[src/rtl/bwx_pkg.sv]
package bwx_pkg;

    typedef enum logic [0:0] {
        ST_IDLE   = 1'b0,
        ST_ACCESS = 1'b1
    } acc_state_e;

    typedef enum logic [2:0] {
        RG_REG = 3'd0,
        RG_RAM = 3'd1,
        RG_EEP = 3'd2,
        RG_ROM = 3'd3,
        RG_EXT = 3'd4
    } region_e;

    localparam int NUM_REGIONS = 5;
    localparam int BASE_NIB_W  = 4;
    localparam int SIZE_CODE_W = 2;

endpackage

[src/rtl/bwx_regs.sv]
module bwx_regs
    import bwx_pkg::*;
#(
    parameter  int NUM_WIN = 2,
    parameter  int DATA_W  = 8,
    localparam int AW      = $clog2(2 * NUM_WIN)
) (
    input  logic                   clk,
    input  logic                   rst_n,
    input  logic                   we,
    input  logic [AW-1:0]          addr,
    input  logic [DATA_W-1:0]      wdata,
    output logic [DATA_W-1:0]      rdata,
    output logic [DATA_W-1:0]      bank_q [NUM_WIN],
    output logic [BASE_NIB_W-1:0]  base_q [NUM_WIN],
    output logic [SIZE_CODE_W-1:0] size_q [NUM_WIN]
);

    for (genvar g = 0; g < NUM_WIN; g++) begin : g_win
        localparam logic [DATA_W-1:0] MASK =
            (g == 0) ? {1'b0, {(DATA_W-1){1'b1}}} :
            (g == 1) ? {{(DATA_W-1){1'b1}}, 1'b0} : {DATA_W{1'b1}};

        always_ff @(posedge clk) begin
            if (!rst_n) begin
                bank_q[g] <= '0;
                base_q[g] <= '0;
                size_q[g] <= '0;
            end else begin
                if (we && addr == AW'(g))
                    bank_q[g] <= wdata & MASK;
                if (we && addr == AW'(NUM_WIN + g)) begin
                    base_q[g] <= wdata[7:4];
                    size_q[g] <= wdata[1:0];
                end
            end
        end

        // read-back of a bank register never shows unimplemented bits
        a_r2_unimpl_bits_zero: assert property (@(posedge clk) disable iff (!rst_n)
            (addr == AW'(g)) |-> ((rdata & ~MASK) == '0));
    end

    always_comb begin
        rdata = '0;
        for (int i = 0; i < NUM_WIN; i++) begin
            if (addr == AW'(i))
                rdata = bank_q[i];
            if (addr == AW'(NUM_WIN + i))
                rdata = DATA_W'({base_q[i], 2'b00, size_q[i]});
        end
    end

    // setup registers read back with bits [3:2] clear
    a_r2_setup_gap_zero: assert property (@(posedge clk) disable iff (!rst_n)
        (addr >= AW'(NUM_WIN)) |-> (rdata[3:2] == 2'b00));

endmodule

[src/rtl/bwx_window.sv]
module bwx_window
    import bwx_pkg::*;
#(
    parameter int ADDR_W = 16
) (
    input  logic [ADDR_W-1:0]      addr,
    input  logic [BASE_NIB_W-1:0]  base,
    input  logic [SIZE_CODE_W-1:0] size,
    output logic                   hit
);

    localparam logic [ADDR_W:0] UNIT = (ADDR_W+1)'(1) << (ADDR_W - 3);

    logic [ADDR_W:0] lo;
    logic [ADDR_W:0] span;
    logic [ADDR_W:0] a_ext;

    always_comb begin
        lo    = {1'b0, base, {(ADDR_W-BASE_NIB_W){1'b0}}};
        a_ext = {1'b0, addr};
        span  = (size == '0) ? '0 : (UNIT << (size - 2'd1));
        hit   = (size != '0) && (a_ext >= lo) && (a_ext < lo + span);
    end

endmodule

[src/rtl/bwx_decode.sv]
module bwx_decode
    import bwx_pkg::*;
#(
    parameter int          ADDR_W   = 16,
    parameter int unsigned REG_BASE = 32'h0000,
    parameter int unsigned REG_SIZE = 32'h0080,
    parameter int unsigned RAM_BASE = 32'h0080,
    parameter int unsigned RAM_SIZE = 32'h0400,
    parameter int unsigned EEP_BASE = 32'h0D80,
    parameter int unsigned EEP_SIZE = 32'h0280,
    parameter int unsigned ROM_BASE = 32'h8000,
    parameter int unsigned ROM_SIZE = 32'h8000
) (
    input  logic [ADDR_W-1:0] addr,
    input  logic              in_window,
    input  logic              bank_is_zero,
    output region_e           region
);

    logic [31:0] a32;
    logic in_reg, in_ram, in_eep, in_rom;

    always_comb begin
        a32    = 32'(addr);
        in_reg = (a32 >= REG_BASE) && (a32 < REG_BASE + REG_SIZE);
        in_ram = (a32 >= RAM_BASE) && (a32 < RAM_BASE + RAM_SIZE);
        in_eep = (a32 >= EEP_BASE) && (a32 < EEP_BASE + EEP_SIZE);
        in_rom = (a32 >= ROM_BASE) && (a32 < ROM_BASE + ROM_SIZE);

        if (in_reg)
            region = RG_REG;
        else if (in_ram)
            region = RG_RAM;
        else if (in_eep)
            region = RG_EEP;
        else if (in_rom && (!in_window || bank_is_zero))
            region = RG_ROM;
        else
            region = RG_EXT;
    end

endmodule

[src/rtl/bank_window_expander.sv]
module bank_window_expander
    import bwx_pkg::*;
#(
    parameter int ADDR_W        = 16,
    parameter int DATA_W        = 8,
    parameter int NUM_WIN       = 2,
    parameter int ROM_BANK_BITS = 3
) (
    input  logic                           clk,
    input  logic                           rst_n,
    input  logic [ADDR_W-1:0]              cpu_addr,
    input  logic                           cpu_rd,
    input  logic                           cpu_wr,
    input  logic                           cfg_we,
    input  logic [$clog2(2*NUM_WIN)-1:0]   cfg_addr,
    input  logic [DATA_W-1:0]              cfg_wdata,
    output logic [DATA_W-1:0]              cfg_rdata,
    output logic [DATA_W-1:0]              xa,
    output logic [NUM_REGIONS-1:0]         region_sel
);

    logic [DATA_W-1:0]      bank_q [NUM_WIN];
    logic [BASE_NIB_W-1:0]  base_q [NUM_WIN];
    logic [SIZE_CODE_W-1:0] size_q [NUM_WIN];
    logic [NUM_WIN-1:0]     hit;

    logic [DATA_W-1:0] pick_bank;
    logic              any_hit;
    logic              bank_zero;
    region_e           dec_region;

    acc_state_e        state_q, state_d;
    logic [DATA_W-1:0] xa_lat;
    region_e           region_lat;
    logic              strobe;

    bwx_regs #(.NUM_WIN(NUM_WIN), .DATA_W(DATA_W)) u_regs (
        .clk    (clk),
        .rst_n  (rst_n),
        .we     (cfg_we),
        .addr   (cfg_addr),
        .wdata  (cfg_wdata),
        .rdata  (cfg_rdata),
        .bank_q (bank_q),
        .base_q (base_q),
        .size_q (size_q)
    );

    for (genvar g = 0; g < NUM_WIN; g++) begin : g_match
        bwx_window #(.ADDR_W(ADDR_W)) u_win (
            .addr (cpu_addr),
            .base (base_q[g]),
            .size (size_q[g]),
            .hit  (hit[g])
        );
    end

    // lowest-numbered window that hits supplies the bank
    always_comb begin
        pick_bank = '0;
        any_hit   = 1'b0;
        for (int i = NUM_WIN - 1; i >= 0; i--) begin
            if (hit[i]) begin
                pick_bank = bank_q[i];
                any_hit   = 1'b1;
            end
        end
        bank_zero = (pick_bank[ROM_BANK_BITS-1:0] == '0);
    end

    bwx_decode #(.ADDR_W(ADDR_W)) u_dec (
        .addr         (cpu_addr),
        .in_window    (any_hit),
        .bank_is_zero (bank_zero),
        .region       (dec_region)
    );

    assign strobe = cpu_rd | cpu_wr;

    // access tracker: state register
    always_comb state_d = strobe ? ST_ACCESS : ST_IDLE;

    always_ff @(posedge clk) begin
        if (!rst_n) begin
            state_q    <= ST_IDLE;
            xa_lat     <= '0;
            region_lat <= RG_EXT;
        end else begin
            state_q    <= state_d;
            xa_lat     <= pick_bank;
            region_lat <= dec_region;
        end
    end

    // access tracker: outputs
    always_comb begin
        unique case (state_q)
            ST_IDLE: begin
                xa         = '0;
                region_sel = '0;
            end
            ST_ACCESS: begin
                xa         = xa_lat;
                region_sel = NUM_REGIONS'(1) << region_lat;
            end
            default: begin
                xa         = '0;
                region_sel = '0;
            end
        endcase
    end

    // a strobed access yields exactly one region
    a_r8_onehot_select: assert property (@(posedge clk) disable iff (!rst_n)
        strobe |=> ($countones(region_sel) == 1));

    // no strobe, quiet outputs next cycle
    a_r9_idle_quiet: assert property (@(posedge clk) disable iff (!rst_n)
        !strobe |=> (region_sel == '0 && xa == '0));

    // outside every window the expansion lines are zero
    a_r4_no_window_zero: assert property (@(posedge clk) disable iff (!rst_n)
        (strobe && hit == '0) |=> (xa == '0));

    // window 1 supplies the bank wherever it hits
    a_r5_first_window_wins: assert property (@(posedge clk) disable iff (!rst_n)
        (strobe && hit[0]) |=> (xa == $past(bank_q[0])));

    // ROM inside a window only for bank low bits zero
    a_r7_rom_bank_gate: assert property (@(posedge clk) disable iff (!rst_n)
        (dec_region == RG_ROM) |-> (!any_hit || pick_bank[ROM_BANK_BITS-1:0] == '0));

endmodule

[config.mk]
export PLATFORM = sky130hd
export DESIGN_NAME = bank_window_expander
export DESIGN_NICKNAME = d
export VERILOG_FILES = /design/src/rtl/bwx_pkg.sv /design/src/rtl/bwx_regs.sv /design/src/rtl/bwx_window.sv /design/src/rtl/bwx_decode.sv /design/src/rtl/bank_window_expander.sv
export SDC_FILE = /design/constraint.sdc
export NUM_CORES = 1
export LEC_CHECK = 0
export ABC_AREA = 1
export ABC_CLOCK_PERIOD_IN_PS = 6600
export BUFFER_PORTS_ARGS = -buffer_cell sky130_fd_sc_hd__buf_2
export CAP_MARGIN = 25
export CORE_ASPECT_RATIO = 0.8
export CORE_MARGIN = 2
export CORE_UTILIZATION = 50
export DETAILED_ROUTE_END_ITERATION = 8
export PLACE_DENSITY = 0.82
export SYNTH_ARGS = -nofsm -noshare
export SYNTH_HDL_FRONTEND = slang
export SYNTH_SLANG_ARGS = --single-unit
[constraint.sdc]
create_clock -name clk -period 6.6 [get_ports clk]
set_input_delay 0.99 -clock clk [delete_from_list [all_inputs] [get_ports clk]]
set_output_delay 0.99 -clock clk [all_outputs]
set_load 0.1 [all_outputs]
==> impl_metrics.csv, run 1 <==
group,metric,value,unit
outcome,status,"completed",
timing,maxSlewViolCount,0,
grt,grt_overflow,0,
pwr,finalPower,523,µW
worst_setup_path,worstPathRequired,5.61,ns
clock_network,clock-root-buffer,"clkbuf_8",
run,drv_cap,0,
clock_network,clkSinkCount,38,
grt,first_global_vias,2053,
logic_synthesis,ys_top_cells_by_area,"dfxtp_1 32%, ha_1 12%, nand2_1 9.2%",
clock_network,numCtsBuffers,5,
place,place_ws,3.15,ns
worst_setup_path,crit_type,"in -> out",
logic_synthesis,ys_dominant_reg_cell,"dfxtp_1",
logic_synthesis,synth_top_cell_area_share,0.322,
worst_setup_path,endpoint_kind,"output pin",
pwr,p_sw,172,µW
final_layout,n_fill_cell,440,
logic_synthesis,synth_area_leader_cell,"dfxtp_1",
clock_network,cts_tree,"done",
pwr,pwr-share-clk,0.280,
clock_network,clock_tree.buffer_depth,2,
drt,vias,2319,
clock_network,cts_max_level,2,
timing,hold_viol,0,
timing,finalSetupViolCount,0,
final_layout,final_common_cell,"nand2_1",
final_layout,areaGrowthSynthToFinish,15.9,%
drt,firstDrtPassIters,4,
final_layout,layout.nets,443,
grt,grt_max_degree,26,
clock_network,cts_setup_buffers,0,
pwr,p_int,350,µW
logic_synthesis,synth.distinct_cells,34,
drt,drc,0,
pwr,combinationalPowerShare,0.247,
logic_synthesis,synth_enable_flop_cells,0,
grt,grt_usage,0.228,
logic_synthesis,avgSynthCellArea,7.01,µm²
floorplanning,start_util,0.517,
floorplanning,row_count,22,
timing,layout_setup_ws,3.10,ns
final_layout,final_util,0.599,
place,dp_hpwl,4.51,mm
pwr,switching_share,0.329,
timing,layout_min_cycle_time,3.50,ns
place,place.gp.congestion,0.998,
logic_synthesis,netlist_area,2360,µm²
drt,routed_via_density,5.19,
pwr,power_density,191,nW/µm²
worst_hold_path,hold_path_class,"reg -> reg",
timing,period_share,0.530,
worst_setup_path,worstPathMaxFanout,11,
final_layout,final_cell_mix,"58 x nand2_1, 51 x buf_2, 46 x inv_1, 45 x nor2_1, 38 x dfxtp_1",
clock_network,post_cts_resized,0,
clock_network,clk_latency,0.29,ns
timing,fin_worst_skew,0.00465,ns
final_layout,drive_gt1_frac,0.196,
worst_setup_path,worst_ep_arrival_time,2.51,ns
logic_synthesis,synth_seq_area_share,0.322,
drt,drt_iter0_drc,116,
floorplanning,core_area,4570,µm²
timing,tns,0,ns
drt,ant_nets,0,
grt,antenna_found_initial,0,
floorplanning,die_w,80.9,µm
floorplanning,die-area,5290,µm²
timing,slew_headroom,0.520,
pwr,peakVddDrop,0.103,mV
timing,max_freq,286,MHz
place,port_buffers,51,
pwr,power_leakage,1.40,nW
worst_setup_path,cp-start-kind,"input pin",
clock_network,cts-hold-fix-buffers,0,
final_layout,num_antenna_cells,0,
pwr,p_seq_frac,0.473,
drt,drt_wl_total,5.56,mm
logic_synthesis,synth-seq-cells,38,
floorplanning,chipHeight,65.5,µm
logic_synthesis,ys_warn_count,0,
logic_synthesis,syn_inst,337,
timing,worstMarginPinSlew,0.717,ns
clock_network,clk_pin_slew_worst_paths,0.06,ns
floorplanning,io_pins,52,
drt,wl_per_cell,12.4,µm
logic_synthesis,syn_nets,393,
grt,grt_pass1_wl,9.25,mm
timing,rsz0062_at_grt,"no",
logic_synthesis,async_reset_ff_frac,0,
## worst paths after layout
kind              slack, ns               end        startpoint  depth (start not counted)
setup / recovery       3.10      cfg_rdata[4]       cfg_addr[0]                          6
hold / removal         0.49  u_regs.bank_q[9]  u_regs.bank_q[9]                          2
setup reg to reg       3.96         xa_lat[5]  u_regs.size_q[0]                         15
hold reg to reg        0.49  u_regs.bank_q[9]  u_regs.bank_q[9]                          2
## per-stage QoR
stage	area [µm²]	std cells	hold slack (ns)
floorplan	2360	337	0.431
global placement	2660	440	0.469
detailed placement	2660	440	0.474
CTS	2740	447	0.484
global route	2740	447	0.510
finish	2740	447	0.490
## power groups by stage
stage / registers, mW / clock network [mW] / logic [mW]
2_1_floorplan: 0.249 / 0 / 0.0962
3_3_place_gp: 0.252 / 0 / 0.125
3_5_place_dp: 0.252 / 0 / 0.129
4_1_cts: 0.247 / 0.149 / 0.129
5_1_grt: 0.248 / 0.163 / 0.145
6_report: 0.247 / 0.146 / 0.129
## worst max-delay path, cell delays in order
cell and delay [ns]:
buf_2 0.12, inv_2 0.05, nor2_1 0.54, a221oi_1 0.18
o21ai_1 0.17, buf_2 0.46
## synth_stat cells, types with 2 or more instances
cell type   n
nand2_1    58
inv_1      46
nor2_1     45
dfxtp_1    38
a21oi_1    28
o21ai_1    28
ha_1       23
nand3_1    10
clkbuf_1    8
inv_2       8
a22oi_1     4
nand4_1     4
a21o_1      3
a221oi_1    3
clkinv_1    3
nor2_2      3
nor3_1      3
fa_1        2
nand2_2     2
nand2_4     2
o221ai_1    2
o22ai_1     2
## cells by family after synthesis
group                    share of synthesized area
AO/OA/AOI/OAI                                0.179
XOR/XNOR                                   0.00742
adder cells (fa/ha/maj)                      0.139
buffers and inverters                        0.105
flip-flops                                   0.322
AND/OR/NAND/NOR                              0.247
## area by class of cell
cell class / instances / area [µm²] / share of cell area
Multi-Input combinational cell: 233 / 1350 / 0.494
Sequential cell: 38 / 761 / 0.278
Clock buffer: 7 / 76.3 / 0.0279
Tap cell: 60 / 75.1 / 0.0274
Timing Repair Buffer: 51 / 255 / 0.0932
Inverter: 58 / 219 / 0.0799
## layer usage
layer  vias to the layer above  wire, µm  track usage
met2                        86      2460        0.357
met3                        11       473       0.0549
met4                         0        99       0.0763
li1                       1197         -            -
met5                         -         0            0
met1                      1025      2530        0.309
## registers in the layout, summed over array words and instances, names as in the netlist
name	cells
u_regs.bank_q	14
u_regs.size_q	4
region_lat	3
u_regs.base_q	8
xa_lat	8
state_q	1
Note: power is estimated with default switching activity, not from simulation.
==> run 2, diff against run 1 <==
--- a/config.mk
+++ b/config.mk
@@ -6,7 +6,7 @@
 export NUM_CORES = 1
 export LEC_CHECK = 0
 export ABC_AREA = 1
-export ABC_CLOCK_PERIOD_IN_PS = 6600
+export ABC_CLOCK_PERIOD_IN_PS = 3460
 export BUFFER_PORTS_ARGS = -buffer_cell sky130_fd_sc_hd__buf_2
 export CAP_MARGIN = 25
 export CORE_ASPECT_RATIO = 0.8
==> constraint.sdc (replaced) <==
create_clock -name clk -period 3.46 [get_ports clk]
set_input_delay 0.519 -clock clk [delete_from_list [all_inputs] [get_ports clk]]
set_output_delay 0.519 -clock clk [all_outputs]
set_load 0.1 [all_outputs]
==> run 2 against run 1 <==
Effect of this change: global-route usage grew 0.92 points; via count grew 1.1%; clock power grew to 3.2 times the previous value; count of clock-buffer cells in the layout shrank 1; first-iteration DRC count shrank 33%; final area grew 2.4%; sequential share of layout area shrank 0.66 points; clock skew shrank 0.0018 ns; register-to-register slack lost 3.3 ns; critical path type is now reg -> reg; largest cell class unchanged.
==> impl_metrics.csv, run 2 (synthesis gave the netlist of run 1 again) <==
group,metric,value,unit
outcome,status,"completed",
timing,hold_viol,0,
pwr,power_density,425,nW/µm²
pwr,switching_share,0.298,
final_layout,num_antenna_cells,0,
floorplanning,die_w,80.9,µm
drt,routed_via_density,5.23,
final_layout,areaGrowthSynthToFinish,18.7,%
place,port_buffers,51,
worst_setup_path,cp-start-kind,"flop",
final_layout,final_common_cell,"nand2_1",
grt,antenna_found_initial,0,
pwr,pwr-share-clk,0.396,
pwr,peakVddDrop,0.267,mV
worst_setup_path,worstPathRequired,3.69,ns
drt,drt_wl_total,5.86,mm
drt,drc,0,
timing,holdWs,0.425,ns
floorplanning,die-area,5290,µm²
timing,period_share,0.803,
clock_network,cts_tree,"done",
place,place.gp.congestion,0.974,
final_layout,final_cell_mix,"58 x nand2_1, 51 x buf_2, 46 x inv_1, 45 x nor2_1, 38 x dfxtp_1",
final_layout,top_register,"u_regs.bank_q",
grt,first_global_vias,2182,
grt,grt_usage,0.237,
timing,finalSetupViolCount,0,
pwr,p_int,837,µW
clock_network,clock-root-buffer,"clkbuf_8",
worst_setup_path,worst_ep_arrival_time,3.01,ns
pwr,combinationalPowerShare,0.209,
floorplanning,core_area,4570,µm²
timing,max_freq,360,MHz
timing,rsz0062_at_grt,"no",
clock_network,clock_tree.buffer_depth,2,
drt,wl_per_cell,13.1,µm
pwr,p_sw,356,µW
timing,layout_min_cycle_time,2.78,ns
clock_network,post_cts_resized,0,
final_layout,drive_gt1_frac,0.204,
drt,drt_iter0_drc,78,
drt,ant_nets,0,
clock_network,cts_max_level,2,
floorplanning,row_count,22,
clock_network,cts_setup_buffers,0,
grt,grt_pass1_wl,9.67,mm
timing,slew_headroom,0.517,
final_layout,largest_register_ffs,14,
timing,maxSlewViolCount,0,
grt,grt_max_degree,26,
worst_setup_path,endpoint_kind,"flop",
run,drv_cap,0,
clock_network,cts-hold-fix-buffers,0,
final_layout,final_util,0.614,
timing,tns,0,ns
worst_hold_path,hold_path_class,"in -> reg",
drt,firstDrtPassIters,4,
floorplanning,io_pins,52,
timing,fin_worst_skew,0.00288,ns
grt,grt_overflow,0,
place,dp_hpwl,4.78,mm
clock_network,clk_latency,0.30,ns
drt,vias,2344,
floorplanning,chipHeight,65.5,µm
clock_network,clk_pin_slew_worst_paths,0.08,ns
final_layout,layout.nets,443,
pwr,p_seq_frac,0.395,
pwr,power_leakage,1.44,nW
clock_network,numCtsBuffers,5,
floorplanning,start_util,0.517,
clock_network,clkSinkCount,38,
worst_setup_path,worstPathMaxFanout,8,
final_layout,n_fill_cell,454,
timing,worstMarginPinSlew,0.722,ns
worst_setup_path,crit_type,"reg -> reg",
final_layout,top_regs,"u_regs.bank_q (14), u_regs.base_q (8), xa_lat (8)",
## run 2: power groups by stage
stage          clock (mW)  sequential (mW)  combinational [mW]
6_report            0.473            0.471               0.250
5_1_grt             0.494            0.473               0.278
4_1_cts             0.475            0.471               0.249
3_5_place_dp            0            0.481               0.248
3_3_place_gp            0            0.480               0.239
2_1_floorplan           0            0.475               0.184
## run 2: stage by stage
step | power [mW] | std cells | setup WS (ns) | instance area [µm²]
final | 1.19 | 448 | 0.682 | 2810
after global routing | 1.25 | 448 | 0.535 | 2810
after CTS | 1.20 | 448 | 0.721 | 2810
after detailed placement | 0.729 | 440 | 0.783 | 2660
after global placement | 0.720 | 440 | 0.874 | 2660
after floorplan | 0.659 | 337 | 0.240 | 2360
## run 2: routing by layer
layer / track usage / part of all wire
met3: 0.0481 / 0.086
met2: 0.401 / 0.46
met5: 0 / 0
met1: 0.308 / 0.44
met4: 0.0657 / 0.015
## run 2: worst paths after layout
path	slack, ns	endpoint	start	cells past startpoint
hold reg to reg	0.48	u_regs.bank_q[9]	u_regs.bank_q[9]	2
hold / removal	0.43	state_q	cpu_rd	3
setup reg to reg	0.68	xa_lat[4]	u_regs.size_q[2]	14
setup / recovery	0.68	xa_lat[4]	u_regs.size_q[2]	14
## run 2: worst max-delay path, stage by stage (launching register included)
cell and delay, ns:
dfxtp_1 0.37, inv_1 0.11, nor2_1 0.11, ha_1 0.18, inv_1 0.05, fa_1 0.45, ha_1 0.31, nand2_1 0.06
o21ai_1 0.18, nand2_1 0.12, a21oi_2 0.25, nor2_8 0.07, nor2_1 0.23, a22oi_1 0.12, nor2_1 0.11
## run 2: cell type report
type / instances / area [µm²] / share of cell area
sequential: 38 / 761 / 0.271
multi-input combinational: 233 / 1350 / 0.482
clock inverter: 2 / 60.1 / 0.0214
timing repair buffer: 51 / 255 / 0.0910
tap: 60 / 75.1 / 0.0268
inverter: 58 / 219 / 0.0781
clock buffer: 6 / 82.6 / 0.0294
==> run 3, diff against run 2 <==
--- a/config.mk
+++ b/config.mk
@@ -6,14 +6,14 @@
 export NUM_CORES = 1
 export LEC_CHECK = 0
 export ABC_AREA = 1
-export ABC_CLOCK_PERIOD_IN_PS = 3460
+export ABC_CLOCK_PERIOD_IN_PS = 2300
 export BUFFER_PORTS_ARGS = -buffer_cell sky130_fd_sc_hd__buf_2
 export CAP_MARGIN = 25
 export CORE_ASPECT_RATIO = 0.8
 export CORE_MARGIN = 2
-export CORE_UTILIZATION = 50
+export CORE_UTILIZATION = 49
 export DETAILED_ROUTE_END_ITERATION = 8
-export PLACE_DENSITY = 0.82
+export PLACE_DENSITY = 0.84
 export SYNTH_ARGS = -nofsm -noshare
 export SYNTH_HDL_FRONTEND = slang
 export SYNTH_SLANG_ARGS = --single-unit
==> constraint.sdc (replaced) <==
create_clock -name clk -period 2.3 [get_ports clk]
set_input_delay 0.345 -clock clk [delete_from_list [all_inputs] [get_ports clk]]
set_output_delay 0.345 -clock clk [all_outputs]
set_load 0.1 [all_outputs]
==> run 3 against run 2 <==
Effect of this change: fmax grew 8.8%; global-route usage grew 1.2 points; utilization grew 7.2 points; total power grew 58%; sequential share of layout area shrank 3.1 points; clock skew grew 0.0050 ns; count of clock-buffer cells in the layout is the same; sequential power grew 51%; largest power group unchanged; setup slack lost 0.93 ns; cell count grew 4.0%; final area grew 13%; register-to-register slack lost 0.93 ns; the flow now finishes with violations (negative setup slack).
==> impl_metrics.csv, run 3 (synthesis gave the netlist of run 1 again) <==
group,metric,value,unit
outcome,status,"finished with violations",
outcome,failed_checks,"negative setup slack",
final_layout,top_register,"u_regs.bank_q",
worst_setup_path,crit_type,"reg -> reg",
grt,grt_pass1_wl,10.3,mm
place,place.gp.congestion,0.882,
timing,fin_worst_skew,0.00787,ns
floorplanning,io_pins,52,
clock_network,clk_latency,0.29,ns
drt,drt_iter0_drc,90,
timing,worstMarginPinSlew,0.658,ns
final_layout,final_common_cell,"nand2_1",
timing,rsz0062_at_grt,"yes",
pwr,peakVddDrop,0.376,mV
grt,grt_overflow,0,
drt,firstDrtPassIters,4,
timing,layout_setup_ws,-0.253,ns
pwr,power_density,593,nW/µm²
worst_setup_path,worstPathRequired,2.47,ns
run,drv_cap,0,
floorplanning,die-area,5400,µm²
clock_network,numCtsBuffers,5,
worst_setup_path,reg2reg_depth,16,
grt,first_global_vias,2285,
timing,finalSetupViolCount,11,
clock_network,clkSinkCount,38,
grt,antenna_found_initial,0,
final_layout,largest_register_ffs,14,
final_layout,drive_gt1_frac,0.320,
drt,drt_wl_total,6.34,mm
clock_network,clock-root-buffer,"clkbuf_8",
worst_setup_path,cp-start-kind,"flop",
timing,layout_min_cycle_time,2.55,ns
worst_hold_path,min_path_cells,3,
worst_setup_path,worst_ep_arrival_time,2.73,ns
floorplanning,core_area,4620,µm²
clock_network,cts_max_level,2,
worst_hold_path,hold_path_class,"in -> reg",
grt,grt_max_degree,26,
pwr,finalPower,1.88,mW
drt,ant_nets,0,
final_layout,areaGrowthSynthToFinish,34.3,%
clock_network,clk_pin_slew_worst_paths,0.08,ns
timing,holdWs,0.251,ns
floorplanning,start_util,0.511,
drt,vias,2432,
floorplanning,row_count,22,
final_layout,n_fill_cell,394,
timing,period_share,1.11,
place,port_buffers,51,
floorplanning,die_w,81.6,µm
grt,grt_usage,0.249,
floorplanning,chipHeight,66.1,µm
final_layout,num_antenna_cells,0,
clock_network,clock_tree.buffer_depth,2,
drt,routed_via_density,5.22,
worst_setup_path,worstPathMaxFanout,5,
clock_network,cts_tree,"done",
drt,drc,0,
pwr,power_leakage,1.54,nW
worst_setup_path,endpoint_kind,"flop",
final_layout,top_regs,"u_regs.bank_q (14), u_regs.base_q (8), xa_lat (8)",
timing,slew_headroom,0.550,
timing,hold_viol,0,
drt,wl_per_cell,13.6,µm
timing,maxSlewViolCount,0,
timing,max_freq,392,MHz
final_layout,final_cell_mix,"53 x nand2_1, 46 x buf_2, 44 x inv_1, 39 x nor2_1, 36 x dfxtp_1",
place,dp_hpwl,4.89,mm
final_layout,layout.nets,461,
## run 3: cell types whose count changed in the layout (fill, tap and decap cells not counted), sizes merged
cell | before | now
buf | 51 | 69
## run 3: final cells by class
| type | count | area [µm²] | share of cell area |
|---|---|---|---|
| Tap cell | 60 | 75.1 | 0.0237 |
| Inverter | 58 | 219 | 0.0690 |
| Multi-Input combinational cell | 233 | 1500 | 0.474 |
| Sequential cell | 38 | 763 | 0.241 |
| Clock inverter | 2 | 60.1 | 0.0189 |
| Clock buffer | 6 | 82.6 | 0.0260 |
| Timing Repair Buffer | 69 | 469 | 0.148 |
## run 3: metrics by stage
step	worst slack (ns)	util	instances	cell area (µm²)	setup TNS (ns)
6_report	-0.253	0.686	466	3170	-1.86
5_1_grt	-0.416	0.686	466	3170	-3.37
4_1_cts	-0.200	0.663	464	3070	-1.34
3_5_place_dp	-0.214	0.623	455	2880	-1.50
3_3_place_gp	-0.115	0.623	455	2880	-0.672
2_1_floorplan	-0.746	-	337	2390	-2.29
## run 3: repair_timing
item / CTS / global route
resized for setup: 10 / 21
endpoints found under the setup margin: 11 / 11
setup buffers: 1 / 2
pin swaps: 4 / 14
hold buffers: 0 / 0
gates cloned: 0 / 0
hold endpoints to repair: 0 / 0
## run 3: final timing paths
path,from,end,slack (ns)
min reg2reg,u_regs.bank_q[9],u_regs.bank_q[9],0.48
max reg2reg,u_regs.size_q[2],region_lat[2],-0.25
max,u_regs.size_q[2],region_lat[2],-0.25
min,cpu_rd,state_q,0.25
## run 3: report_power, final
part	internal [mW]	switching, mW
registers	0.687	0.0225
logic	0.163	0.301
clock network	0.463	0.247
total	1.31	0.570
## run 3: routing by layer
layer / GRT usage / part of all wire
met5: 0 / 0
met1: 0.338 / 0.45
met3: 0.0437 / 0.072
met2: 0.421 / 0.46
met4: 0.0396 / 0.010
## run 3: worst max-delay path, cell delays in order (launching register included)
cell	delay [ns]
dfxtp_2	0.34
inv_2	0.04
nor2_2	0.10
ha_2	0.19
inv_2	0.04
fa_1	0.56
ha_4	0.22
a21oi_1	0.15
o21ai_2	0.08
nand2_2	0.10
a21oi_4	0.08
nor2_8	0.12
nor2_2	0.06
nor2_2	0.12
nand3_2	0.13
nand3_2	0.07
nand2_1	0.04
